### src/rtl/pwm_pkg.sv
package pwm_pkg;
  localparam int unsigned PWM_CHANNELS  = 4;
  localparam int unsigned PWM_COUNT_W   = 16;
  localparam int unsigned PWM_EXP_W     = 4;

  typedef enum logic {
    WRAP_FULL    = 1'b0,
    WRAP_CMP0    = 1'b1
  } wrap_mode_e;
endpackage

### src/rtl/pwm_cfg_regs.sv
module pwm_cfg_regs
  import pwm_pkg::*;
#(
  parameter int unsigned NCH    = PWM_CHANNELS,
  parameter int unsigned CW     = PWM_COUNT_W,
  parameter int unsigned EW     = PWM_EXP_W,
  parameter int unsigned AW     = 3
) (
  input  logic                   clk,
  input  logic                   rst_n,
  input  logic                   en,
  input  logic                   load,
  input  logic                   wr_en,
  input  logic [AW-1:0]          wr_addr,
  input  logic [CW-1:0]          wr_data,
  output logic [NCH-1:0][CW-1:0] thr_act,
  output logic [EW-1:0]          exp_act,
  output wrap_mode_e             mode_act
);
  localparam logic [AW-1:0] EXP_ADDR  = AW'(NCH);
  localparam logic [AW-1:0] MODE_ADDR = AW'(NCH + 1);

  logic [NCH-1:0][CW-1:0] thr_pend;
  logic [EW-1:0]          exp_pend;
  wrap_mode_e             mode_pend;
  logic                   take;

  assign take = !en || load;

  for (genvar i = 0; i < NCH; i++) begin : g_thr
    always_ff @(posedge clk) begin
      if (!rst_n) begin
        thr_pend[i] <= '0;
        thr_act[i]  <= '0;
      end else begin
        if (take) thr_act[i] <= thr_pend[i];
        if (wr_en && wr_addr == AW'(i)) thr_pend[i] <= wr_data;
      end
    end
  end

  always_ff @(posedge clk) begin
    if (!rst_n) begin
      exp_pend  <= '0;
      exp_act   <= '0;
      mode_pend <= WRAP_FULL;
      mode_act  <= WRAP_FULL;
    end else begin
      if (take) begin
        exp_act  <= exp_pend;
        mode_act <= mode_pend;
      end
      if (wr_en && wr_addr == EXP_ADDR)  exp_pend  <= wr_data[EW-1:0];
      if (wr_en && wr_addr == MODE_ADDR) mode_pend <= wrap_mode_e'(wr_data[0]);
    end
  end

  // active settings only move at a wrap tick (or while disabled)
  a_r8_hold_active: assert property (@(posedge clk) disable iff (!rst_n)
    (en && !load) |=> ($stable(thr_act) && $stable(exp_act) && $stable(mode_act)));
endmodule

### src/rtl/pwm_prescaler.sv
module pwm_prescaler
  import pwm_pkg::*;
#(
  parameter int unsigned EW = PWM_EXP_W
) (
  input  logic          clk,
  input  logic          rst_n,
  input  logic          en,
  input  logic [EW-1:0] exp_act,
  output logic          tick
);
  localparam int unsigned DW = (1 << EW) - 1;

  logic [DW-1:0] div_q;
  logic [DW-1:0] limit;

  assign limit = ~({DW{1'b1}} << exp_act);
  assign tick  = en && (div_q == limit);

  always_ff @(posedge clk) begin
    if (!rst_n)            div_q <= '0;
    else if (!en || tick)  div_q <= '0;
    else                   div_q <= div_q + 1'b1;
  end

  // with a nonzero exponent, ticks never land on adjacent clocks
  a_r3_tick_gap: assert property (@(posedge clk) disable iff (!rst_n)
    (tick && exp_act != '0) |=> (!tick || exp_act == '0));
endmodule

### src/rtl/pwm_period_counter.sv
module pwm_period_counter
  import pwm_pkg::*;
#(
  parameter int unsigned CW = PWM_COUNT_W
) (
  input  logic          clk,
  input  logic          rst_n,
  input  logic          en,
  input  logic          tick,
  input  wrap_mode_e    mode_act,
  input  logic [CW-1:0] thr0,
  output logic [CW-1:0] count,
  output logic          wrap
);
  logic [CW-1:0] last;
  logic          at_last;

  assign last    = (mode_act == WRAP_CMP0) ? thr0 : {CW{1'b1}};
  assign at_last = (count == last);
  assign wrap    = tick && at_last;

  always_ff @(posedge clk) begin
    if (!rst_n || !en) count <= '0;
    else if (tick)     count <= at_last ? '0 : count + 1'b1;
  end

  // disabled holds the counter at zero
  a_r2_count_cleared: assert property (@(posedge clk) disable iff (!rst_n)
    !en |=> (count == '0));
  // no movement between ticks
  a_r3_no_tick_stable: assert property (@(posedge clk) disable iff (!rst_n)
    (en && !tick) |=> $stable(count));
  // in compare-wrap mode the count never passes channel 0's threshold
  a_r5_bounded: assert property (@(posedge clk) disable iff (!rst_n)
    (mode_act == WRAP_CMP0) |-> (count <= thr0));
endmodule

### src/rtl/pwm_channel.sv
module pwm_channel
  import pwm_pkg::*;
#(
  parameter int unsigned CW       = PWM_COUNT_W,
  parameter bit          CAN_WRAP = 1'b0
) (
  input  logic          en,
  input  wrap_mode_e    mode_act,
  input  logic [CW-1:0] count,
  input  logic [CW-1:0] thr,
  output logic          pin
);
  logic borrowed;

  if (CAN_WRAP) begin : g_borrow
    assign borrowed = (mode_act == WRAP_CMP0);
  end else begin : g_plain
    assign borrowed = 1'b0;
  end

  assign pin = en && !borrowed && (count < thr);
endmodule

### src/rtl/pwm_shared_period.sv
module pwm_shared_period
  import pwm_pkg::*;
#(
  parameter int unsigned NCH = PWM_CHANNELS,
  parameter int unsigned CW  = PWM_COUNT_W,
  parameter int unsigned EW  = PWM_EXP_W,
  localparam int unsigned AW = $clog2(NCH + 2)
) (
  input  logic           clk,
  input  logic           rst_n,
  input  logic           en,
  input  logic           wr_en,
  input  logic [AW-1:0]  wr_addr,
  input  logic [CW-1:0]  wr_data,
  output logic [NCH-1:0] pwm_out
);
  logic [NCH-1:0][CW-1:0] thr_act;
  logic [EW-1:0]          exp_act;
  wrap_mode_e             mode_act;
  logic                   tick;
  logic                   wrap;
  logic [CW-1:0]          count;

  pwm_cfg_regs #(.NCH(NCH), .CW(CW), .EW(EW), .AW(AW)) u_cfg (
    .clk(clk), .rst_n(rst_n), .en(en), .load(wrap),
    .wr_en(wr_en), .wr_addr(wr_addr), .wr_data(wr_data),
    .thr_act(thr_act), .exp_act(exp_act), .mode_act(mode_act)
  );

  pwm_prescaler #(.EW(EW)) u_pre (
    .clk(clk), .rst_n(rst_n), .en(en), .exp_act(exp_act), .tick(tick)
  );

  pwm_period_counter #(.CW(CW)) u_cnt (
    .clk(clk), .rst_n(rst_n), .en(en), .tick(tick),
    .mode_act(mode_act), .thr0(thr_act[0]), .count(count), .wrap(wrap)
  );

  for (genvar i = 0; i < NCH; i++) begin : g_ch
    pwm_channel #(.CW(CW), .CAN_WRAP(i == 0)) u_ch (
      .en(en), .mode_act(mode_act), .count(count),
      .thr(thr_act[i]), .pin(pwm_out[i])
    );
  end

  // disabled block drives nothing
  a_r2_outputs_low: assert property (@(posedge clk) disable iff (!rst_n)
    !en |-> (pwm_out == '0));
  // channel 0 pin is silent while it sets the period
  a_r7_ch0_silent: assert property (@(posedge clk) disable iff (!rst_n)
    (mode_act == WRAP_CMP0) |-> !pwm_out[0]);
  // a zero threshold never yields a high pin
  a_r6_zero_low: assert property (@(posedge clk) disable iff (!rst_n)
    (thr_act[1] == '0) |-> !pwm_out[1]);
endmodule

### config.mk
export PLATFORM = sky130hd
export DESIGN_NAME = pwm_shared_period
export DESIGN_NICKNAME = d
export VERILOG_FILES = /design/src/rtl/pwm_pkg.sv /design/src/rtl/pwm_cfg_regs.sv /design/src/rtl/pwm_prescaler.sv /design/src/rtl/pwm_period_counter.sv /design/src/rtl/pwm_channel.sv /design/src/rtl/pwm_shared_period.sv
export SDC_FILE = /design/constraint.sdc
export NUM_CORES = 1
export LEC_CHECK = 0
export CAP_MARGIN = 40
export CELL_PAD_IN_SITES_DETAIL_PLACEMENT = 0
export CELL_PAD_IN_SITES_GLOBAL_PLACEMENT = 1
export CORE_MARGIN = 2
export CORE_UTILIZATION = 39
export DETAILED_ROUTE_END_ITERATION = 16
export PLACE_DENSITY_LB_ADDON = 0.1
export REMOVE_ABC_BUFFERS = 1
export SLEW_MARGIN = 20
export SYNTH_ARGS = -nofsm -noshare
export SYNTH_HDL_FRONTEND = slang
export SYNTH_SLANG_ARGS = --single-unit
### constraint.sdc
create_clock -name clk -period 2.37 [get_ports clk]
set_input_delay 0.474 -clock clk [delete_from_list [all_inputs] [get_ports clk]]
set_output_delay 0.474 -clock clk [all_outputs]
set_load 0.02 [all_outputs]
# Word level (Yosys, flattened, before mapping)
# Index checks and enable logic that the tools add are counted.
# classes
order_cmp	4
mux	2
bitwise	2
n_reduce_logical	21
n_addsub	2
n_shift	1
n_eq_ne	7
# op_table
op	n
< comparator 16 bit	4
2-to-1 mux 16 bit	2
adder 16 x 1 -> 16 bit (second input constant)	1
equality test 16 bit	1
adder 15 x 1 -> 15 bit (second input constant)	1
equality test 15 bit	1
inverter 15 bit	1
left shift 15 x 4 -> 15 bit (first input constant)	1
logical AND 1 bit	13
equality test 3 x 2 -> 1 bit (second input constant)	2
equality test 3 bit (second input constant)	2
equality test 3 x 1 -> 1 bit (second input constant)	1
zero test 1 bit	3
zero test 3 bit	1
logical OR 1 bit	3
OR reduction 2 bit	1
inverter 1 bit	1
# totals
ff_bits	169
wordCells	53
output_inout_bits	4

# Longest topological paths before layout
# depth
word_depth	6
depth_mapped	12
ltp_nobuf	9

# By module
# From an unflattened synthesis, not the netlist that was laid out.
# hier_totals
hier_cells	1025
hier_area_um2	8773.4
# modules_own_cells
mod	cells_per_inst	instances	area_each_um2
pwm_cfg_regs	554	1	4953.5
pwm_period_counter	139	1	1148.6
pwm_prescaler	125	1	1144.8
pwm_channel (g_ch[1].u_ch ...)	52	3	379.1
pwm_channel (g_ch[0].u_ch)	51	1	389.1

# Worst setup path after synthesis
# OpenSTA, ideal clock, no wires.
# synth_timing
path_kind	register to register
from	register u_pre.div_q[10]
to	register u_cfg.thr_act[21] (netlist bit)
arrival_time_ns	2.309
path_stages_with_launch	12
setup_time_ns	0.116
setup_slack_ns	-0.055
path_cell_list	dfxtp_1 buf_6 or3_1 a222oi_1 o221ai_2 nor4b_4 a41oi_1 buf_2 buf_6 buf_6 mux2i_1 nor2b_1
# synth_via
elab_chain_len	4
# synth_lines
item	line	text
start: declaration	pwm_prescaler.sv:14	logic [DW-1:0] div_q;
start signal: assignment	pwm_prescaler.sv:23	else div_q <= div_q + 1'b1;
equality test 15 bit	pwm_prescaler.sv:18	assign tick = en && (div_q == limit);
logical AND 1 bit	pwm_prescaler.sv:18	
logical AND 1 bit	pwm_period_counter.sv:20	assign wrap = tick && at_last;
logical OR 1 bit	pwm_cfg_regs.sv:28	assign take = !en || load;
end signal: indexed assignment	pwm_cfg_regs.sv:36	if (take) thr_act[i] <= thr_pend[i];
end: declaration	pwm_cfg_regs.sv:16	output logic [NCH-1:0][CW-1:0] thr_act,
# Every way passes these cells.
# A chain may end at the register's enable or synchronous reset.

# Final worst setup path
# layout_timing
from	register u_cnt.count[0]
to	register u_cfg.thr_act[49] (netlist bit)
# layout_via
elab_chain_len	3
# layout_lines
item	line	text
start: declaration	pwm_period_counter.sv:12	output logic [CW-1:0] count,
start signal: assignment	pwm_period_counter.sv:24	else if (tick) count <= at_last ? '0 : count + 1'b1;
equality test 16 bit	pwm_period_counter.sv:19	assign at_last = (count == last);
logical AND 1 bit	pwm_period_counter.sv:20	
logical OR 1 bit	pwm_cfg_regs.sv:28	
# Every way passes these cells.

==> flow_summary.yaml <==
outcome:
  status: "finished with violations"
  failed_checks: "setup timing"
route:
  wl_mm: 23.9
  ant_nets: 0
  drt_first_pass_iters: 5
  drtIter0Drc: 339
  num_vias: 7324
  via_per_inst: 5.00
  wl_per_cell_um: 16.3
  drc: 0
logic_synthesis:
  synth_cells: 1052
  async_flop_share: 0
  ys_seq_area_frac: 0.376
  yosys_most_used_dff: "dfxtp_1"
  ys_ff_latch: 169
  synth_fa_ha_area_frac: 0.0863
  synth_xor_area_frac: 0.0205
  synth-compound-area-share: 0.147
  syn_avg_cell_area_um2: 8.55
  yosysWarnings: 0
  synth_cell_type_count: 56
  synthMuxAreaShare: 0.0812
  synthesis.area_um2: 8990
  synth_top_family_by_area: "simple AND/OR/NAND/NOR gates"
  yosys.area_share.simple: 0.230
  synth_edf_count: 0
layout:
  syn_to_final_growth_pct: 29.2
  fin_nets: 1252
  fin_area_um2: 11600
  final_cell_mix: "167 x nand2_1, 153 x dfxtp_1, 106 x buf_4, 86 x nor2b_1, 71 x mux2i_1"
  mostFrequentLayoutCell: "nand2_1"
  layout-drive-gt1-share: 0.218
  antenna_cells: 0
global_route:
  antenna_found_initial: 0
  first_global_vias: 7232
  grt_overflow_total: 0
  grt_max_degree: 41
  grt_pass1_wl_mm: 38.7
  track_usage: 0.205
sta:
  fin_crit_ps: 2660
  finClkSkew_ps: 13.2
  fin_setup_tns_ps: -16340
  finalCritPeriodShare: 1.12
  setup_slack_ps: -289
  max_freq_ghz: 0.376
  slew-limit-headroom: 0.697
  slew_violations: 0
  rsz0062_at_grt: "yes"
  hold_violations: 0
  timing.hold.ws_ps: 463
  finalSetupViolCount: 86
  tightest_slew_ps: 454
setup_path:
  end_kind: "register"
  critPathSlowestCell: "or3b_2"
  startpoint_type: "register"
  crit_fanout: 8
  cp_top_family: "simple AND/OR/NAND/NOR gates"
  cp.required_ps: 2690
  path_buf_inv: 5
  crit_top_cell: "buf_12"
  cp_cell_sequence: "buf_4 -> or3b_2 -> o22ai_2 -> o32ai_4 -> nor4_4 -> buf_6 -> a41oi_4 -> buf_12 -> buf_16 -> buf_12 -> mux2i_1 -> nor2b_1"
  path_class: "reg2reg"
  cp_slowest_stage_delay_ps: 470
  arrival_ps: 2980
hold_path:
  hold_path_class: "reg2reg"
floorplanning:
  die_h_um: 156
  start_util: 0.397
  rows: 55
  dieArea_um2: 24300
  core_um2: 22600
  die_w_um: 156
  pin_count: 27
pwr:
  p_total_w: 0.00640
  power_leakage_nw: 4.46
  p_per_area_nw_per_um2: 550
  ir_drop_mv: 0.319
placed_design:
  dp_slack_ps: -607
  gp_congestion: 0.817
  dp_hpwl_mm: 16.5
  numPortBuffers: 26
  postPlaceCellArea_um2: 10400
cts:
  numCtsBuffers: 17
  clk_latency_ps: 440
  clockRootBuffer: "clkbuf_16"
  cts_tree: "yes"
  hold_buffers: 0
  clockBufferDepth: 2
  htreeDepth: 4
  cts.clk_slew.worst_paths_ps: 70
  cts.sinks: 169
run:
  drv.max_cap_violation_count: 0
cell type report:
cell class | count | area [um^2]
multi-input combinational | 754 | 5460
clock buffer | 18 | 429
inverter | 66 | 248
timing repair buffer | 159 | 1540
clock inverter | 14 | 181
tap | 285 | 357
fill | 2143 | 11000
sequential | 169 | 3410
report_power, final:
group | leakage (nW) | switching [W] | internal [W]
logic | 2.79 | 0.000306 | 0.000309
registers | 1.37 | 0.0000221 | 0.00287
clock network | 0.296 | 0.00137 | 0.00152
total | 4.46 | 0.00170 | 0.00470
sequential cells by signal, indices dropped and copies added (netlist names):
register         cells
u_cfg.exp_act        4
u_cfg.thr_act       64
u_cfg.thr_pend      64
u_cfg.exp_pend       4
u_cfg.mode_pend      1
u_cfg.mode_act       1
u_cnt.count         16
u_pre.div_q         15
layer usage:
layer,track usage,share of wire,up-vias
met4,0.0463,0.0089,0
met1,0.283,0.50,3418
met3,0.0350,0.029,15
li1,-,-,3830
met5,0,0,-
met2,0.335,0.46,61
final timing paths:
path,startpoint,slack (ps),endpoint,cells after the start
max,u_cnt.count[0],-290,u_cfg.thr_act[49],12
min,u_cfg.thr_pend[15],460,u_cfg.thr_pend[15],2
max reg2reg,u_cnt.count[0],-290,u_cfg.thr_act[49],12
min reg2reg,u_cfg.thr_pend[15],460,u_cfg.thr_pend[15],2
cell usage after synthesis, drive strengths merged, types with 2 or more instances:
cell,instances,area share
or4,5,0.0042
mux2i,73,0.081
or2,3,0.0021
nor2b,86,0.060
a21boi,66,0.055
o22ai,4,0.0028
a211oi,7,0.0058
a21o,13,0.011
o21ba,3,0.0033
nand2,167,0.070
and2,3,0.0021
nand2b,12,0.0083
or3b,6,0.0058
nor4,3,0.0038
nor2,31,0.013
and3,7,0.0049
nor4b,6,0.0075
dfxtp,169,0.38
a41oi,2,0.0019
nor3,19,0.011
and4,2,0.0019
xnor2,5,0.0049
nand3,15,0.0083
o2111ai,3,0.0029
ha,62,0.086
nand4,10,0.0070
o21ai,32,0.018
nand3b,2,0.0017
o32ai,4,0.0039
inv,66,0.028
or3,11,0.0077
nand4b,9,0.0095
o211ai,4,0.0033
buf,16,0.012
xor2,16,0.016
clkbuf,47,0.020
a21oi,51,0.028
stage by stage:
| stage | std cells | util |
|---|---|---|
| after detailed placement | 1419 | 0.457 |
| after global routing | 1465 | 0.513 |
| after floorplan | 989 | - |
| final | 1465 | 0.513 |
| after CTS | 1462 | 0.505 |
| after global placement | 1419 | 0.457 |
kinds of logic after synthesis:
kind of cell,after synthesis
AOI/OAI and AO/OA,199
buffers and inverters,129
muxes,73
and+or+nand+nor,399
adders and majority gates,62
DFF,169
xor gates and xnor gates,21
timing repair:
item	4_1_cts	5_1_grt
endpoints found under the hold margin	0	0
setup endpoints to repair	104	104
gates cloned	6	1
pin swaps	49	9
setup buffers	5	5
gates resized for setup	90	49
tightest hold or removal path, cell delays in order (launching register included):
cell and delay (ps):
dfxtp_1 310, nand2_1 40, a21boi_0 60
Power figures use the tool's default switching activity.
